### src/rtl/clkdiv_pkg.sv
package clkdiv_pkg;
  localparam int DIV_W    = 6;
  localparam int STOP_POS = 8;
  localparam int REG_W    = 32;

  // Select field width for a given number of sources.
  function automatic int sel_width(int n);
    if (n <= 1) return 1;
    else if (n <= 4) return 2;
    else return 3;
  endfunction

  // Lowest bit of the select field for a given number of sources.
  function automatic int sel_lsb(int n);
    return (n <= 4) ? 6 : 12;
  endfunction
endpackage

### src/rtl/clkdiv_regs.sv
module clkdiv_regs
  import clkdiv_pkg::*;
#(
  parameter int NUM_SRC = 6,
  parameter int SEL_W   = 3,
  parameter int SEL_LSB = 12
) (
  input  logic               clk,
  input  logic               rst_n,
  input  logic               wr_en,
  input  logic [REG_W-1:0]   wr_data,
  output logic               stop_q,
  output logic [DIV_W-1:0]   div_nxt,
  output logic [SEL_W-1:0]   sel_nxt,
  output logic [REG_W-1:0]   rd_data
);
  localparam logic [31:0] NSRC_U = 32'(NUM_SRC);

  logic [DIV_W-1:0] div_q;
  logic [SEL_W-1:0] sel_q;
  logic             stop_d;
  logic [SEL_W-1:0] sel_cand;
  logic             wr_stop;
  logic [DIV_W-1:0] wr_div;

  assign wr_stop = wr_data[STOP_POS];
  assign wr_div  = wr_data[DIV_W-1:0];

  generate
    if (NUM_SRC > 1) begin : g_sel
      assign sel_cand = wr_data[SEL_LSB +: SEL_W];
    end else begin : g_nosel
      assign sel_cand = '0;
    end
  endgenerate

  // Next-state decode of a write
  always_comb begin
    div_nxt = div_q;
    sel_nxt = sel_q;
    stop_d  = stop_q;
    if (wr_en) begin
      stop_d  = wr_stop;
      div_nxt = (wr_stop && (wr_div == '0)) ? '1 : wr_div;
      if (32'(sel_cand) < NSRC_U) sel_nxt = sel_cand;
    end
  end

  always_ff @(posedge clk or negedge rst_n) begin
    if (!rst_n) begin
      div_q  <= '0;
      sel_q  <= '0;
      stop_q <= 1'b0;
    end else if (wr_en) begin
      div_q  <= div_nxt;
      sel_q  <= sel_nxt;
      stop_q <= stop_d;
    end
  end

  always_comb begin
    rd_data              = '0;
    rd_data[DIV_W-1:0]   = div_q;
    rd_data[STOP_POS]    = stop_q;
    if (NUM_SRC > 1) rd_data[SEL_LSB +: SEL_W] = sel_q;
  end
endmodule

### src/rtl/clkdiv_tick_pick.sv
module clkdiv_tick_pick #(
  parameter int NUM_SRC = 6,
  parameter int SEL_W   = 3
) (
  input  logic [NUM_SRC-1:0] src_tick,
  input  logic [SEL_W-1:0]   sel,
  output logic               tick
);
  localparam int PAD_N = 1 << SEL_W;

  logic [PAD_N-1:0] padded;

  generate
    for (genvar i = 0; i < PAD_N; i++) begin : g_pad
      if (i < NUM_SRC) begin : g_real
        assign padded[i] = src_tick[i];
      end else begin : g_none
        assign padded[i] = 1'b0;
      end
    end
  endgenerate

  assign tick = padded[sel];
endmodule

### src/rtl/clkdiv_srcsel.sv
module clkdiv_srcsel
  import clkdiv_pkg::*;
#(
  parameter int NUM_SRC = 6
) (
  input  logic               clk,
  input  logic               rst_n,
  input  logic [NUM_SRC-1:0] src_tick,
  input  logic               wr_en,
  input  logic [31:0]        wr_data,
  output logic [31:0]        rd_data,
  output logic               running,
  output logic               tick_out
);
  localparam int SEL_W   = sel_width(NUM_SRC);
  localparam int SEL_LSB = sel_lsb(NUM_SRC);

  logic             stop_q;
  logic [DIV_W-1:0] div_nxt, act_div_q, act_div_d, cnt_q, cnt_d;
  logic [SEL_W-1:0] sel_nxt, act_sel_q, act_sel_d;
  logic             sel_tick, wrap, cnt_en, pulse_d, tick_out_q;

  clkdiv_regs #(.NUM_SRC(NUM_SRC), .SEL_W(SEL_W), .SEL_LSB(SEL_LSB)) u_regs (
    .clk     (clk),
    .rst_n   (rst_n),
    .wr_en   (wr_en),
    .wr_data (wr_data),
    .stop_q  (stop_q),
    .div_nxt (div_nxt),
    .sel_nxt (sel_nxt),
    .rd_data (rd_data)
  );

  clkdiv_tick_pick #(.NUM_SRC(NUM_SRC), .SEL_W(SEL_W)) u_pick (
    .src_tick (src_tick),
    .sel      (act_sel_q),
    .tick     (sel_tick)
  );

  assign wrap   = sel_tick && (cnt_q == act_div_q);
  assign cnt_en = stop_q || sel_tick;

  // Counter next state: reload configuration only while halted or at a boundary
  always_comb begin
    cnt_d     = cnt_q;
    act_div_d = act_div_q;
    act_sel_d = act_sel_q;
    pulse_d   = 1'b0;
    if (stop_q) begin
      cnt_d     = '0;
      act_div_d = div_nxt;
      act_sel_d = sel_nxt;
    end else if (wrap) begin
      cnt_d     = '0;
      act_div_d = div_nxt;
      act_sel_d = sel_nxt;
      pulse_d   = 1'b1;
    end else if (sel_tick) begin
      cnt_d = cnt_q + 1'b1;
    end
  end

  always_ff @(posedge clk or negedge rst_n) begin
    if (!rst_n) begin
      cnt_q      <= '0;
      act_div_q  <= '0;
      act_sel_q  <= '0;
      tick_out_q <= 1'b0;
    end else begin
      tick_out_q <= pulse_d;
      if (cnt_en) begin
        cnt_q     <= cnt_d;
        act_div_q <= act_div_d;
        act_sel_q <= act_sel_d;
      end
    end
  end

  assign running  = !stop_q;
  assign tick_out = tick_out_q;
endmodule

### config.mk
export PLATFORM = sky130hd
export DESIGN_NAME = clkdiv_srcsel
export DESIGN_NICKNAME = d
export VERILOG_FILES = /design/src/rtl/clkdiv_pkg.sv /design/src/rtl/clkdiv_regs.sv /design/src/rtl/clkdiv_tick_pick.sv /design/src/rtl/clkdiv_srcsel.sv
export SDC_FILE = /design/constraint.sdc
export NUM_CORES = 1
export LEC_CHECK = 0
export BUFFER_PORTS_ARGS = -buffer_cell sky130_fd_sc_hd__buf_2
export CORE_ASPECT_RATIO = 1.5
export CORE_MARGIN = 2
export CORE_UTILIZATION = 45
export CTS_CLUSTER_SIZE = 25
export DETAILED_ROUTE_END_ITERATION = 10
export PLACE_DENSITY = 0.83
export RECOVER_POWER = 25
export SLEW_MARGIN = 15
export SYNTH_ARGS = -nofsm -noshare
export SYNTH_HDL_FRONTEND = slang
export SYNTH_SLANG_ARGS = --single-unit
### constraint.sdc
create_clock -name clk -period 2.1 [get_ports clk]
set_input_delay 0.315 -clock clk [delete_from_list [all_inputs] [get_ports clk]]
set_output_delay 0.315 -clock clk [all_outputs]
set_load 0.005 [all_outputs]
-- Yosys cells after proc, flatten, opt, wreduce, memory -nomap -nowiden
Index checks and enable logic that the tools add are counted.
- register bits: 26
- input bits: 41
- output and inout port bits: 34
- word-level logic and storage cells: 35
- $add $sub $neg: 1
- order comparisons: 2
- equality and inequality tests: 1
- mux-type cells: 15
- reduce and logical (&&, ||, !) cells: 9
- operators by type and width (cell ; count):
    $mux W6 ; 7
    $mux W3 ; 4
    $add A6 B1 Y6 const B ; 1
    $eq A6 B6 Y1 ; 1
    $logic_not A6 Y1 ; 1
    $lt A3 B4 Y1 const B ; 1
    $reduce_and A2 Y1 ; 2
    $bmux W1 S3 ; 1
    $lt A3 B3 Y1 const B ; 1
    $mux W1 ; 3
    $reduce_bool A3 Y1 ; 1
    $logic_and A1 B1 Y1 ; 2
    $reduce_bool A2 Y1 ; 1
    $logic_not A1 Y1 ; 1
    $logic_or A1 B1 Y1 ; 1

-- Longest topological paths before layout
- depth after elaboration: 6
- gate-level depth with buffers: 5
- mapped depth without buffers: 4

-- Cells and area by module
From an unflattened synthesis, not the netlist that was laid out.
- cells, all modules: 140
- area, all modules: 1592.8 um2
- by module, submodules not included (module ; instances ; cells each ; area each (um2) ; sequential area each (um2)):
    clkdiv_srcsel ; 1 ; 62 ; 798.3 ; 400.4
    clkdiv_regs ; 1 ; 73 ; 743.2 ; 250.2
    clkdiv_tick_pick ; 1 ; 5 ; 51.3 ; 0.0

-- Least setup slack after synthesis
Ideal clock, no wire load.
- path kind: reg-to-reg
- from: reg act_sel_q[0]
- to: reg act_div_q[0]
- setup time: 125 ps
- arrival: 1789 ps
- required time: 1975 ps
- path slack: 186 ps
- cell stages (with the launch flop): 5
- path buffers: 0
- clock period less this slack: 1914 ps
- path through: dfrtp_1 mux4_1 a22o_2 a31oi_4 mux2_2
- cells in the longest elaborated chain, start to end: 5
- elaborated cells between the ends (all ways): 6
- those cells by class: 2 x mux; 4 x reduce/logical
- RTL lines (element ; RTL line ; text):
    start: declaration ; clkdiv_srcsel.sv:20 ; logic [SEL_W-1:0] sel_nxt, act_sel_q, act_sel_d;
    start signal: assignment ; clkdiv_srcsel.sv:74 ; act_sel_q <= act_sel_d;
    $bmux W1 S3 * ; clkdiv_tick_pick.sv:23 ; assign tick = padded[sel];
    $mux W1 (implied by the code) * ; clkdiv_tick_pick.sv:23 ;
    $logic_and A1 B1 Y1 ; clkdiv_srcsel.sv:40 ; assign wrap = sel_tick && (cnt_q == act_div_q);
    $reduce_bool A2 Y1 (no line) ; - ;
    $reduce_and A2 Y1 (no line) * ; - ;
    end signal: assignment ; clkdiv_srcsel.sv:73 ; act_div_q <= act_div_d;
    end: declaration ; clkdiv_srcsel.sv:19 ; logic [DIV_W-1:0] div_nxt, act_div_q, act_div_d, cnt_q, cnt_d;
Every way passes the cells marked *; elsewhere a longest branch is shown, timed or not. The select of a mux whose other input is x is not followed.
A chain may end at the register's enable or synchronous reset.

-- Worst setup path after layout
- from: reg act_sel_q[0]
- to: reg act_div_q[1]
The elaborated chain is that of the path after synthesis.

==> out/summary.txt <==
WL per Instance: 12.8 µm
worst rel slew slack: 0.0869
FF-to-FF setup slack: 90 ps
area of the multi-input gates: 672 µm²
Area after DPL: 1560 µm²
WS Path Type: flip-flop to flip-flop
Clock Root Buffer: clkbuf_8
CP Launch Type: flip-flop
PD cells: 977 nW/µm²
WHS Endpoint: u_regs.stop_q
clk_skew: 5.02 ps
first-pass GRT wire length: 4280 µm
Setup TNS Final: 0 ps
crit path max fanout: 8
endpoints failing hold: 0
Overall Power: 1610 µW
ranking of synthesized cells by area: dfrtp_1 45%, buf_4 12%, mux2_2 8.5%
Final GP Congestion: 0.834
Worst path max stage delay: 530 ps
dpl hpwl: 2070 µm
worst r2r dst: act_div_q[1]
# diodes: 0
MaxCap Viol Count: 0
Worst-path clk slew: 90 ps
Fillers: 296
GRT Residual Overflow: 0
leading area contributor after synthesis: dfrtp_1
IO Port Bufs: 30
pin count of the biggest net entering global routing: 27
Max Root-Sink Buffers: 2
number of global-route vias before repair: 981
Netlist cell types: 35
outcome: complete, no violations
core area: 3130 µm²
minimum clock period: 2010 ps
Via Count: 1,103
Die W: 50.4 µm
register area share after synthesis: 0.447
number of clock sinks: 26
worst r2r src: act_sel_q[0]
# IOs: 75
top cell type's share of synthesized area: 0.447
Max IR drop VDD: 0.559 mV
Post-Syn Instances: 142
die area: 3710 µm²
Final ANT Viol Nets: 0
# rows: 25
# nets final: 217
initial antenna violation count: 0
Syn Std Cell Area: 1460 µm²
Worst Path Arrival: 2170 ps
Final Slew Violations: 0
Slowest cell on crit path: mux4_2
Pleak: 0.000739 µW
Slew @ Worst Pin: 1370 ps
Initial Utilization: 0.465
Final Cell Area: 1650 µm²
layout cell share with drive strength beyond 1: 0.287
Reg area: 651 µm²
clk_lat worst skew: 270 ps
HP Class: primary input to flip-flop
number of synthesized register bits: 26
Reg2Reg Depth: 5
Total Wirelength: 2730 µm
CP Capture Type: flip-flop
Setup Viol. Count Final: 0
TritonCTS clock tree: built
Avg Cell Area, Syn: 10.2 µm²
CP cell instances: mux4_2 -> a22o_2 -> a31oi_4 -> buf_12 -> mux2_2
DRC violations left: 0
RSZ-0062 raised after global routing: no
Iter 0 DRT Violations: 21
drt first pass iters: 4
fin crit share: 0.959
hold path start: wr_data[8]
Req. time, crit path: 2260 ps
yosys warns: 0
htree depth: 1
Via-to-Cell Ratio: 5.15
Worst Hold Path Cells: 3
total track usage: 0.153
Die Span Y: 73.6 µm
maximum clock frequency: 496 MHz
number of CTS-inserted buffers: 3
P&R area growth vs syn: 13.4%
-- metrics by stage --
stage | hold WS, ps | instances | setup WS, ps | util
finish | 270 | 214 | 85.3 | 0.528
global route | 286 | 214 | 22.1 | 0.528
CTS | 46.9 | 213 | 28.0 | 0.523
detailed placement | 342 | 209 | 43.0 | 0.500
global placement | 338 | 209 | 75.1 | 0.500
floorplan | 19.4 | 163 | 186 | -
-- critical path, delay by kind of cell (launching register included) --
family	cells	cell delay, ps
buffers and inverters	1	160
flip-flops	1	380
AO/OA/AOI/OAI	2	500
multiplexers	2	860
-- area by class of cell --
class,count,share of cell area
Multi-Input combinational cell,105,0.407
Sequential cell,26,0.394
Timing Repair Buffer,33,0.111
Tap cell,40,0.0303
Clock buffer,3,0.0250
Clock inverter,1,0.0182
Inverter,6,0.0136
-- kinds of logic (layout without fill, tap and decap cells) --
kind of cell / after synthesis / after routing / synth area share
adders and majority gates: 1 / 1 / 0.00860
buffers and inverters: 32 / 43 / 0.143
other: 1 / 22 / 0.00258
muxes: 12 / 12 / 0.103
and+or+nand+nor: 38 / 38 / 0.128
xor gates and xnor gates: 6 / 6 / 0.0361
DFF: 26 / 26 / 0.447
AOI/OAI and AO/OA: 26 / 26 / 0.132
-- cells in the mapped netlist --
cell type	count
buf_4	23
or3_1	2
and4_1	1
o211ai_1	3
dfrtp_1	26
inv_1	5
nor3_1	1
a22oi_1	1
a31oi_1	3
nor2_1	13
a2111o_1	1
nor2b_1	3
xnor2_1	6
a21oi_1	6
and2_1	1
a22o_2	1
clkbuf_1	2
nor4_1	1
nand4_1	1
mux2_2	11
a31oi_4	1
o2111ai_1	3
o21ai_0	4
conb_1	1
nor4b_1	1
buf_2	1
o311ai_0	1
mux4_1	1
nor3b_1	1
o31ai_1	1
a21boi_0	1
nand3_1	7
ha_1	1
clkinv_1	1
nand2_1	6
-- power breakdown --
group / switching (µW) / total [µW] / internal [µW]
registers: 123 / 732 / 609
logic: 243 / 474 / 231
clock network: 151 / 406 / 255
total: 517 / 1610 / 1100
-- cells in the final DEF, fill, tap and decap left out, drive strengths merged --
cell and count:
nor4b 1, a22oi 1, nand3 7, xnor2 6
clkbuf 4, a22o 1, a21boi 1, mux2 11
bufinv 1, or3 2, nor2 13, ha 1
conb 22, nor4 1, and2 1, nor3 1
a21oi 6, o2111ai 3, o31ai 1, buf 32
nand4 1, o211ai 3, and4 1, dfrtp 26
mux4 1, o311ai 1, nand2 6, inv 5
a31oi 4, nor2b 3, clkinv 1, nor3b 1
o21ai 4, a2111o 1
-- routing by layer --
metal	vias to the layer above	track usage	part of all wire
li1	520	-	-
met1	540	0.162	0.37
met2	37	0.294	0.56
met3	6	0.0142	0.045
met4	0	0.0781	0.021
met5	-	0	0
-- registers in the layout, summed over array words and instances, names as in the netlist --
| register | flops |
|---|---|
| act_div_q | 6 |
| cnt_q | 6 |
| u_regs.div_q | 6 |
| act_sel_q | 3 |
| u_regs.sel_q | 3 |
| tick_out | 1 |
| u_regs.stop_q | 1 |
-- worst max path at each step --
stage / start / slack (ps) / endpoint / cells past startpoint
final: act_sel_q[0] / 90 / act_div_q[1] / 5
after global routing: act_sel_q[0] / 20 / act_sel_q[0] / 5
after CTS: act_sel_q[0] / 30 / act_div_q[0] / 4
after detailed placement: act_sel_q[0] / 40 / act_div_q[0] / 4
after global placement: act_sel_q[0] / 80 / act_div_q[1] / 4
after floorplan: act_sel_q[0] / 190 / act_div_q[0] / 4
-- what timing repair did --
item	4_1_cts	5_1_grt
setup buffers	0	1
endpoints found under the setup margin	0	9
gates resized for setup	0	1
hold buffers	0	0
No activity file was read; power rests on OpenSTA's default activity.
